$ cat src/rtl/umh_pkg.sv
package umh_pkg;

    typedef struct packed {
        logic valid;
        logic reg_we;
        logic load;
        logic store;
    } umh_ctrl_t;

    localparam umh_ctrl_t UMH_NOP = '0;

    localparam int unsigned UMH_EVT_STALL  = 0;
    localparam int unsigned UMH_EVT_RETIRE = 1;
    localparam int unsigned UMH_NUM_EVT    = 2;

endpackage

$ cat src/rtl/umh_port_arb.sv
module umh_port_arb #(
    parameter int unsigned ADDR_W = 16,
    parameter int unsigned DATA_W = 32
) (
    input  logic              data_req,
    input  logic              data_store,
    input  logic [ADDR_W-1:0] data_addr,
    input  logic [DATA_W-1:0] data_wdata,
    input  logic              fetch_req,
    input  logic [ADDR_W-1:0] fetch_addr,
    output logic              fetch_grant,
    output logic              port_en,
    output logic              port_we,
    output logic [ADDR_W-1:0] port_addr,
    output logic [DATA_W-1:0] port_wdata
);

    // Fixed priority: the memory-access stage always wins the port.
    always_comb begin
        fetch_grant = 1'b0;
        port_en     = 1'b0;
        port_we     = 1'b0;
        port_addr   = fetch_addr;
        port_wdata  = '0;
        if (data_req) begin
            port_en    = 1'b1;
            port_we    = data_store;
            port_addr  = data_addr;
            port_wdata = data_wdata;
        end else if (fetch_req) begin
            fetch_grant = 1'b1;
            port_en     = 1'b1;
        end
    end

endmodule

$ cat src/rtl/umh_pipe_ctrl.sv
module umh_pipe_ctrl
    import umh_pkg::*;
#(
    parameter int unsigned ADDR_W = 16,
    parameter int unsigned DATA_W = 32
) (
    input  logic              clk,
    input  logic              rst_n,
    input  logic              stall,
    input  logic              fetch_go,
    input  logic [DATA_W-1:0] fetch_word,
    input  umh_ctrl_t         dec_ctrl,
    output logic [ADDR_W-1:0] pc,
    output logic              id_valid,
    output logic [ADDR_W-1:0] id_pc,
    output logic [DATA_W-1:0] id_instr,
    output umh_ctrl_t         mem_ctrl,
    output umh_ctrl_t         wb_ctrl,
    output logic              ex_bubble
);

    localparam logic [ADDR_W-1:0] PC_STEP = ADDR_W'(1);

    typedef struct packed {
        logic [ADDR_W-1:0] pc;
        logic              id_valid;
        logic [ADDR_W-1:0] id_pc;
        logic [DATA_W-1:0] id_instr;
        umh_ctrl_t         ex;
        umh_ctrl_t         mem;
        umh_ctrl_t         wb;
        logic              ex_bubble;
    } pipe_state_t;

    pipe_state_t st_d, st_q;

    always_comb begin
        st_d           = st_q;
        st_d.wb        = st_q.mem;
        st_d.mem       = st_q.ex;
        st_d.ex_bubble = stall;
        if (stall) begin
            // Front end frozen; a cleared word enters execute.
            st_d.ex = UMH_NOP;
        end else begin
            st_d.ex = st_q.id_valid ? dec_ctrl : UMH_NOP;
            if (fetch_go) begin
                st_d.id_valid = 1'b1;
                st_d.id_pc    = st_q.pc;
                st_d.id_instr = fetch_word;
                st_d.pc       = st_q.pc + PC_STEP;
            end else begin
                st_d.id_valid = 1'b0;
            end
        end
    end

    always_ff @(posedge clk or negedge rst_n) begin
        if (!rst_n) begin
            st_q <= '0;
        end else begin
            st_q <= st_d;
        end
    end

    assign pc        = st_q.pc;
    assign id_valid  = st_q.id_valid;
    assign id_pc     = st_q.id_pc;
    assign id_instr  = st_q.id_instr;
    assign mem_ctrl  = st_q.mem;
    assign wb_ctrl   = st_q.wb;
    assign ex_bubble = st_q.ex_bubble;

endmodule

$ cat src/rtl/umh_event_ctr.sv
module umh_event_ctr #(
    parameter int unsigned CNT_W = 32
) (
    input  logic             clk,
    input  logic             rst_n,
    input  logic             evt,
    output logic [CNT_W-1:0] count
);

    localparam logic [CNT_W-1:0] ONE = CNT_W'(1);

    logic [CNT_W-1:0] cnt_d, cnt_q;

    always_comb begin
        cnt_d = cnt_q;
        if (evt) begin
            cnt_d = cnt_q + ONE;
        end
    end

    always_ff @(posedge clk or negedge rst_n) begin
        if (!rst_n) begin
            cnt_q <= '0;
        end else begin
            cnt_q <= cnt_d;
        end
    end

    assign count = cnt_q;

endmodule

$ cat src/rtl/umem_hazard_ctrl.sv
module umem_hazard_ctrl
    import umh_pkg::*;
#(
    parameter int unsigned ADDR_W = 16,
    parameter int unsigned DATA_W = 32,
    parameter int unsigned CNT_W  = 32
) (
    input  logic              clk,
    input  logic              rst_n,
    input  logic              fetch_req,
    output logic              id_valid,
    output logic [ADDR_W-1:0] id_pc,
    output logic [DATA_W-1:0] id_instr,
    input  logic              dec_reg_we,
    input  logic              dec_load,
    input  logic              dec_store,
    input  logic [ADDR_W-1:0] ms_addr,
    input  logic [DATA_W-1:0] ms_wdata,
    output logic              mem_en,
    output logic              mem_we,
    output logic [ADDR_W-1:0] mem_addr,
    output logic [DATA_W-1:0] mem_wdata,
    input  logic [DATA_W-1:0] mem_rdata,
    output logic              ld_valid,
    output logic [DATA_W-1:0] ld_data,
    output logic              stall,
    output logic              bubble,
    output logic              wb_reg_we,
    output logic              retire,
    output logic [CNT_W-1:0]  stall_count,
    output logic [CNT_W-1:0]  retire_count
);

    umh_ctrl_t         dec_ctrl;
    umh_ctrl_t         mem_ctrl;
    umh_ctrl_t         wb_ctrl;
    logic [ADDR_W-1:0] pc;
    logic              fetch_grant;
    logic              data_req;

    logic [UMH_NUM_EVT-1:0]            evt_vec;
    logic [UMH_NUM_EVT-1:0][CNT_W-1:0] evt_cnt;

    always_comb begin
        dec_ctrl.valid  = 1'b1;
        dec_ctrl.reg_we = dec_reg_we;
        dec_ctrl.load   = dec_load;
        dec_ctrl.store  = dec_store;
    end

    assign data_req = mem_ctrl.valid & (mem_ctrl.load | mem_ctrl.store);

    umh_port_arb #(
        .ADDR_W (ADDR_W),
        .DATA_W (DATA_W)
    ) u_arb (
        .data_req    (data_req),
        .data_store  (mem_ctrl.store),
        .data_addr   (ms_addr),
        .data_wdata  (ms_wdata),
        .fetch_req   (fetch_req),
        .fetch_addr  (pc),
        .fetch_grant (fetch_grant),
        .port_en     (mem_en),
        .port_we     (mem_we),
        .port_addr   (mem_addr),
        .port_wdata  (mem_wdata)
    );

    umh_pipe_ctrl #(
        .ADDR_W (ADDR_W),
        .DATA_W (DATA_W)
    ) u_pipe (
        .clk        (clk),
        .rst_n      (rst_n),
        .stall      (data_req),
        .fetch_go   (fetch_grant),
        .fetch_word (mem_rdata),
        .dec_ctrl   (dec_ctrl),
        .pc         (pc),
        .id_valid   (id_valid),
        .id_pc      (id_pc),
        .id_instr   (id_instr),
        .mem_ctrl   (mem_ctrl),
        .wb_ctrl    (wb_ctrl),
        .ex_bubble  (bubble)
    );

    assign stall     = data_req;
    assign ld_valid  = data_req & mem_ctrl.load;
    assign ld_data   = mem_rdata;
    assign retire    = wb_ctrl.valid;
    assign wb_reg_we = wb_ctrl.valid & wb_ctrl.reg_we;

    assign evt_vec[UMH_EVT_STALL]  = data_req;
    assign evt_vec[UMH_EVT_RETIRE] = wb_ctrl.valid;

    for (genvar g = 0; g < UMH_NUM_EVT; g++) begin : g_evt
        umh_event_ctr #(
            .CNT_W (CNT_W)
        ) u_ctr (
            .clk   (clk),
            .rst_n (rst_n),
            .evt   (evt_vec[g]),
            .count (evt_cnt[g])
        );
    end

    assign stall_count  = evt_cnt[UMH_EVT_STALL];
    assign retire_count = evt_cnt[UMH_EVT_RETIRE];

endmodule

$ cat config.mk
export PLATFORM = sky130hd
export DESIGN_NAME = umem_hazard_ctrl
export DESIGN_NICKNAME = d
export VERILOG_FILES = /design/src/rtl/umh_pkg.sv /design/src/rtl/umh_port_arb.sv /design/src/rtl/umh_pipe_ctrl.sv /design/src/rtl/umh_event_ctr.sv /design/src/rtl/umem_hazard_ctrl.sv
export SDC_FILE = /design/constraint.sdc
export NUM_CORES = 1
export LEC_CHECK = 0
export ABC_AREA = 1
export CAP_MARGIN = 20
export CORE_MARGIN = 2
export CORE_UTILIZATION = 30
export CTS_BUF_LIST = sky130_fd_sc_hd__clkbuf_8
export CTS_CLUSTER_DIAMETER = 50
export DETAILED_ROUTE_END_ITERATION = 7
export SKIP_LAST_GASP = 1
export SYNTH_ARGS = -nofsm -noshare
export SYNTH_HDL_FRONTEND = slang
export SYNTH_SLANG_ARGS = --single-unit
export TNS_END_PERCENT = 10
$ cat constraint.sdc
create_clock -name clk -period 2.3 [get_ports clk]
set_clock_uncertainty 0.2 [all_clocks]
set_input_delay 0.69 -clock clk [delete_from_list [all_inputs] [get_ports clk]]
set_output_delay 0.69 -clock clk [all_outputs]
set_load 0.01 [all_outputs]
* Yosys cells after proc, flatten, opt, wreduce, memory -nomap -nowiden *
Cells that the tools add are included.

cells by class
  $add $sub $neg = 3
  muxes and demuxes = 9
  bitwise operators = 5
  reduce and logical (&&, ||, !) cells = 1

operators with widths
  cell                                                              number
  32-bit by 1-bit adder with 32-bit output (second input constant)  2
  32-bit 2-to-1 mux                                                 1
  16-bit by 1-bit adder with 16-bit output (second input constant)  1
  16-bit 2-to-1 mux                                                 1
  4-bit 2-to-1 mux                                                  2
  1-bit 2-to-1 mux                                                  5
  1-bit bitwise AND                                                 3
  2-bit AND reduction                                               1
  1-bit inverter                                                    1
  1-bit bitwise OR                                                  1

storage, ports and cells
  register bits after elaboration = 140
  input port bits = 86
  output and inout port bits = 200
  logic and storage cells = 35

* Logic depth before layout (Yosys ltp) *
  depth in word-level cells = 4
  depth in mapped cells = 10
  depth with buffers taken out = 10

* Cells and area by module *
A second synthesis with hierarchy kept.

second synthesis, totals
  cells, all modules = 953
  area total of the unflattened synthesis = 7378.3 um^2

by module, submodules not included
  module            instances  cells an instance  area an instance (um^2)  sequential area each (um^2)
  umh_event_ctr     2          229                1761.7                   800.8
  umh_pipe_ctrl     1          330                3059.2                   1951.9
  umh_port_arb      1          125                519.2                    0.0
  umem_hazard_ctrl  1          40                 276.5                    0.0

* Worst setup path before layout *
No wires, ideal clock.

  path type = reg-to-output
  from = register u_pipe.st_q (netlist bit u_pipe.mem_ctrl[0])
  to = output port mem_addr[11]
  arrival = 1206 ps
  data required time = 1410 ps
  path slack = 204 ps
  stages on the path, launching flop included = 5
  buffers on the path = 1
  cells stage by stage = dfrtp_1 -> nor2_1 -> nor2_4 -> clkbuf_1 -> o21ai_0

on the way
  cells in the longest elaborated chain, start to end = 3

ends and longest elaborated chain
  what                      line                    RTL
  start: declaration        umh_pipe_ctrl.sv:35     pipe_state_t st_d, st_q;
  start signal: assignment  umh_pipe_ctrl.sv:62     st_q <= st_d;
  1-bit bitwise OR          umem_hazard_ctrl.sv:51  assign data_req = mem_ctrl.valid & (mem_ctrl.load | mem_ctrl.store);
  1-bit bitwise AND         umem_hazard_ctrl.sv:51
  net stall                 umem_hazard_ctrl.sv:26  output logic stall,
  16-bit 2-to-1 mux         umh_port_arb.sv:25      if (data_req) begin
  end: declaration          umem_hazard_ctrl.sv:21  output logic [ADDR_W-1:0] mem_addr,

The timed path passes the listed nets, and every way through them passes these cells.

* Worst setup path in the final report *
  from = input port mem_rdata[29]
  to = output port ld_data[29]

RTL lines
  what                line                    RTL
  start: declaration  umem_hazard_ctrl.sv:23  input logic [DATA_W-1:0] mem_rdata,
  end: declaration    umem_hazard_ctrl.sv:25  output logic [DATA_W-1:0] ld_data,

No word-level cell between the ends.

==> flow_metrics.tcl <==
set metrics [dict create \
    ys_seq_area_share_pct 49.1 \
    numPortBuffers 285 \
    maxSlewViolCount 0 \
    synthToLayoutAreaGrowth_pct 54.6 \
    hold_depth 0 \
    place_congestion 0.895 \
    power_frac_comb_pct 30.6 \
    cts-root-buf "clkbuf_8" \
    intPower_mw 4.99 \
    finalHoldViolations 0 \
    required_ns 1.41 \
    max_freq_mhz 378 \
    via_per_inst 4.28 \
    grt_most_used_layer "met2" \
    p_per_area_nw_per_um2 675 \
    post_drt_wl_per_cell_um 13.5 \
    antenna_found_initial 0 \
    cts.htree.levels 4 \
    arrival_ns 1.76 \
    drive_gt1_share_pct 13.7 \
    fin_util_pct 47.2 \
    grt_use_met3_pct 4.76 \
    drtIter0Drc 234 \
    cts.clk_slew.worst_paths_ns 0.08 \
    critPathKind "in -> out" \
    rr_worst_depth 12 \
    cts_tree "yes" \
    slowest_delay_ns 0.56 \
    seq_power_share_pct 41.4 \
    finalNetCount 1339 \
    use_met2_pct 26.9 \
    hold_class "reg -> reg" \
    cts_buffers 17 \
    cp-end-kind "output port" \
    num_io_pins 286 \
    p_sw_share_pct 33.0 \
    via_count 6773 \
    path_cells "clkdlybuf4s50_1 -> clkdlybuf4s50_1" \
    firstDrtPassIters 5 \
    yosys_warnings 0 \
    dieWidth_um 158 \
    crit_family "buffers and inverters" \
    clock_sinks 140 \
    synth_seq_cells 140 \
    violations "negative setup slack" \
    rsz0062_at_grt "yes" \
    setup_viol 136 \
    fp.dieH_um 158 \
    wl_mm 21.3 \
    rows 56 \
    leakagePower_nw 5.41 \
    post-route-period-util_pct 115 \
    crit_buf_inv 2 \
    grt_pass1_wl_mm 33.2 \
    netlist_area_um2 7140 \
    dpl.hpwl_mm 15.8 \
    core_um2 23400 \
    grt_max_degree 44 \
    netlist-cell-type-count 25 \
    antenna_left 0 \
    worst_pin_slew_ns 0.449 \
    slew_headroom_pct 70.1 \
    synth.net_count 1014 \
    start_util_pct 30.5 \
    grt_pass1_vias 6467 \
    synth_cells 925 \
    drcViolationCount 0 \
    tns_ns -20.79 \
    ir_worst_vdd_v 0.000317 \
    outcome "finished with violations" \
    cp_slowest_cell "clkdlybuf4s50_1" \
    total_power_mw 7.46 \
    clkPwrFrac_pct 28.0 \
    gr-usage-all-layers_pct 16.9 \
    power_switching_mw 2.46 \
    die-area_um2 25000 \
    post-place-ws_ns -0.497 \
    synth.avg_cell_area_um2 7.72 \
    crit_path_frequent_cell "clkdlybuf4s50_1" \
    overflow 0 \
    crit_fanout 2 \
    clk_path_buf_depth 2 \
    finalCriticalPeriod_ns 2.65 \
    antenna_cells 0 \
    grt_use_met1_pct 23.3 \
    maxCapViolations 0 \
    path_depth 2 \
    worstSkewPairLatency_ns 0.45 \
    worst_slack_ns -0.346 \
    cp-start-kind "input port" \
]
-- per-stage QoR --
step           std cells  area [um^2]  hold slack (ns)
6_report            1582        11000            0.151
5_1_grt             1582        11000            0.156
4_1_cts             1580        11100            0.153
3_5_place_dp        1539        10600            0.135
3_3_place_gp        1539        10600            0.133
2_1_floorplan        925         7140            0.131
-- registers in the layout, indices dropped and copies added (netlist names) --
register and count:
u_pipe.ex_bubble 1, u_pipe.id_valid 1, u_pipe.wb_ctrl 2, g_evt.u_ctr.count 64
u_pipe.id_instr 32, u_pipe.id_pc 16, u_pipe.pc 16, u_pipe.mem_ctrl 4
u_pipe.st_d 4
-- power groups by stage --
stage / Sequential [mW] / Clock, mW / Combinational [mW]
6_report: 3.09 / 2.09 / 2.28
5_1_grt: 3.14 / 2.27 / 2.51
4_1_cts: 3.09 / 2.17 / 2.30
3_5_place_dp: 3.13 / 0 / 2.30
3_3_place_gp: 3.12 / 0 / 2.28
2_1_floorplan: 3.19 / 0 / 0.806
-- cells in the final DEF (no fill, tap or decap), types with 23 or more instances in the layout --
master / count
nand2_1: 305
xor2_1: 28
nand3_1: 38
dfrtp_1: 140
o21ai_0: 29
nand4_1: 23
clkdlybuf4s50_1: 231
nor2_1: 102
buf_4: 54
inv_1: 130
-- layout make-up --
class | count | area (um^2)
inverter | 131 | 492
clock buffer | 18 | 248
fill | 2359 | 12400
tap | 319 | 399
multi-input combinational | 602 | 2850
timing repair buffer | 358 | 3390
clock inverter | 14 | 158
sequential | 140 | 3500
-- logic make-up after synthesis --
logic type      count (synthesis)  synth area share [%]
buf+inv                       183                  11.5
compound gates                 41                  3.14
fa+ha+maj                       3                 0.526
flops                         140                  49.1
simple gates                  509                  29.7
xor+xnor                       49                  6.01
-- metal layers --
metal  share of wire (%)  vias up  wire (um)
met5                   0        -          0
met1                  47     3108      10000
li1                    -     3435          -
met4                0.45        0         95
met2                  46      222       9740
met3                 6.8        8       1460
-- worst paths after layout --
check | start | endpoint | slack (ns)
max reg2reg | u_pipe.mem_ctrl[0] | u_pipe.pc[9] | 0.07
min reg2reg | u_pipe.st_d[5] | u_pipe.mem_ctrl[0] | 0.15
max in group asynchronous | rst_n | g_evt[0].u_ctr.count[0] | 0.81
min | u_pipe.st_d[5] | u_pipe.mem_ctrl[0] | 0.15
min in group asynchronous | rst_n | g_evt[1].u_ctr.count[22] | 0.53
max | mem_rdata[29] | ld_data[29] | -0.35
-- cell usage after synthesis --
master	count	share of area, %
nand2_1	306	16
dfrtp_1	140	49
inv_1	130	6.8
nor2_1	108	5.7
nand3_1	38	2.7
o21ai_0	36	2.5
buf_4	33	3.5
xor2_1	28	3.4
nand4_1	23	2.0
xnor2_1	21	2.6
nor3_1	13	0.91
buf_2	10	0.70
clkbuf_1	9	0.47
nor2_2	8	0.70
nand3b_1	5	0.53
nor2_4	4	0.63
ha_1	3	0.53
nand3_2	2	0.28
o21bai_1	2	0.21
inv_2	1	0.053
nand2_2	1	0.088
nor3_2	1	0.14
o21a_1	1	0.11
o21ai_1	1	0.070
o21ai_4	1	0.23
-- what timing repair did --
action / 4_1_cts / 5_1_grt
hold buffers: 1 / 0
hold endpoints to repair: 37 / 0
gates cloned: 2 / 2
pin swaps: 1 / 2
gates resized for setup: 107 / 90
setup endpoints to repair: 161 / 196
buffers inserted: 6 / 3
(Power assumes the default switching activity.)
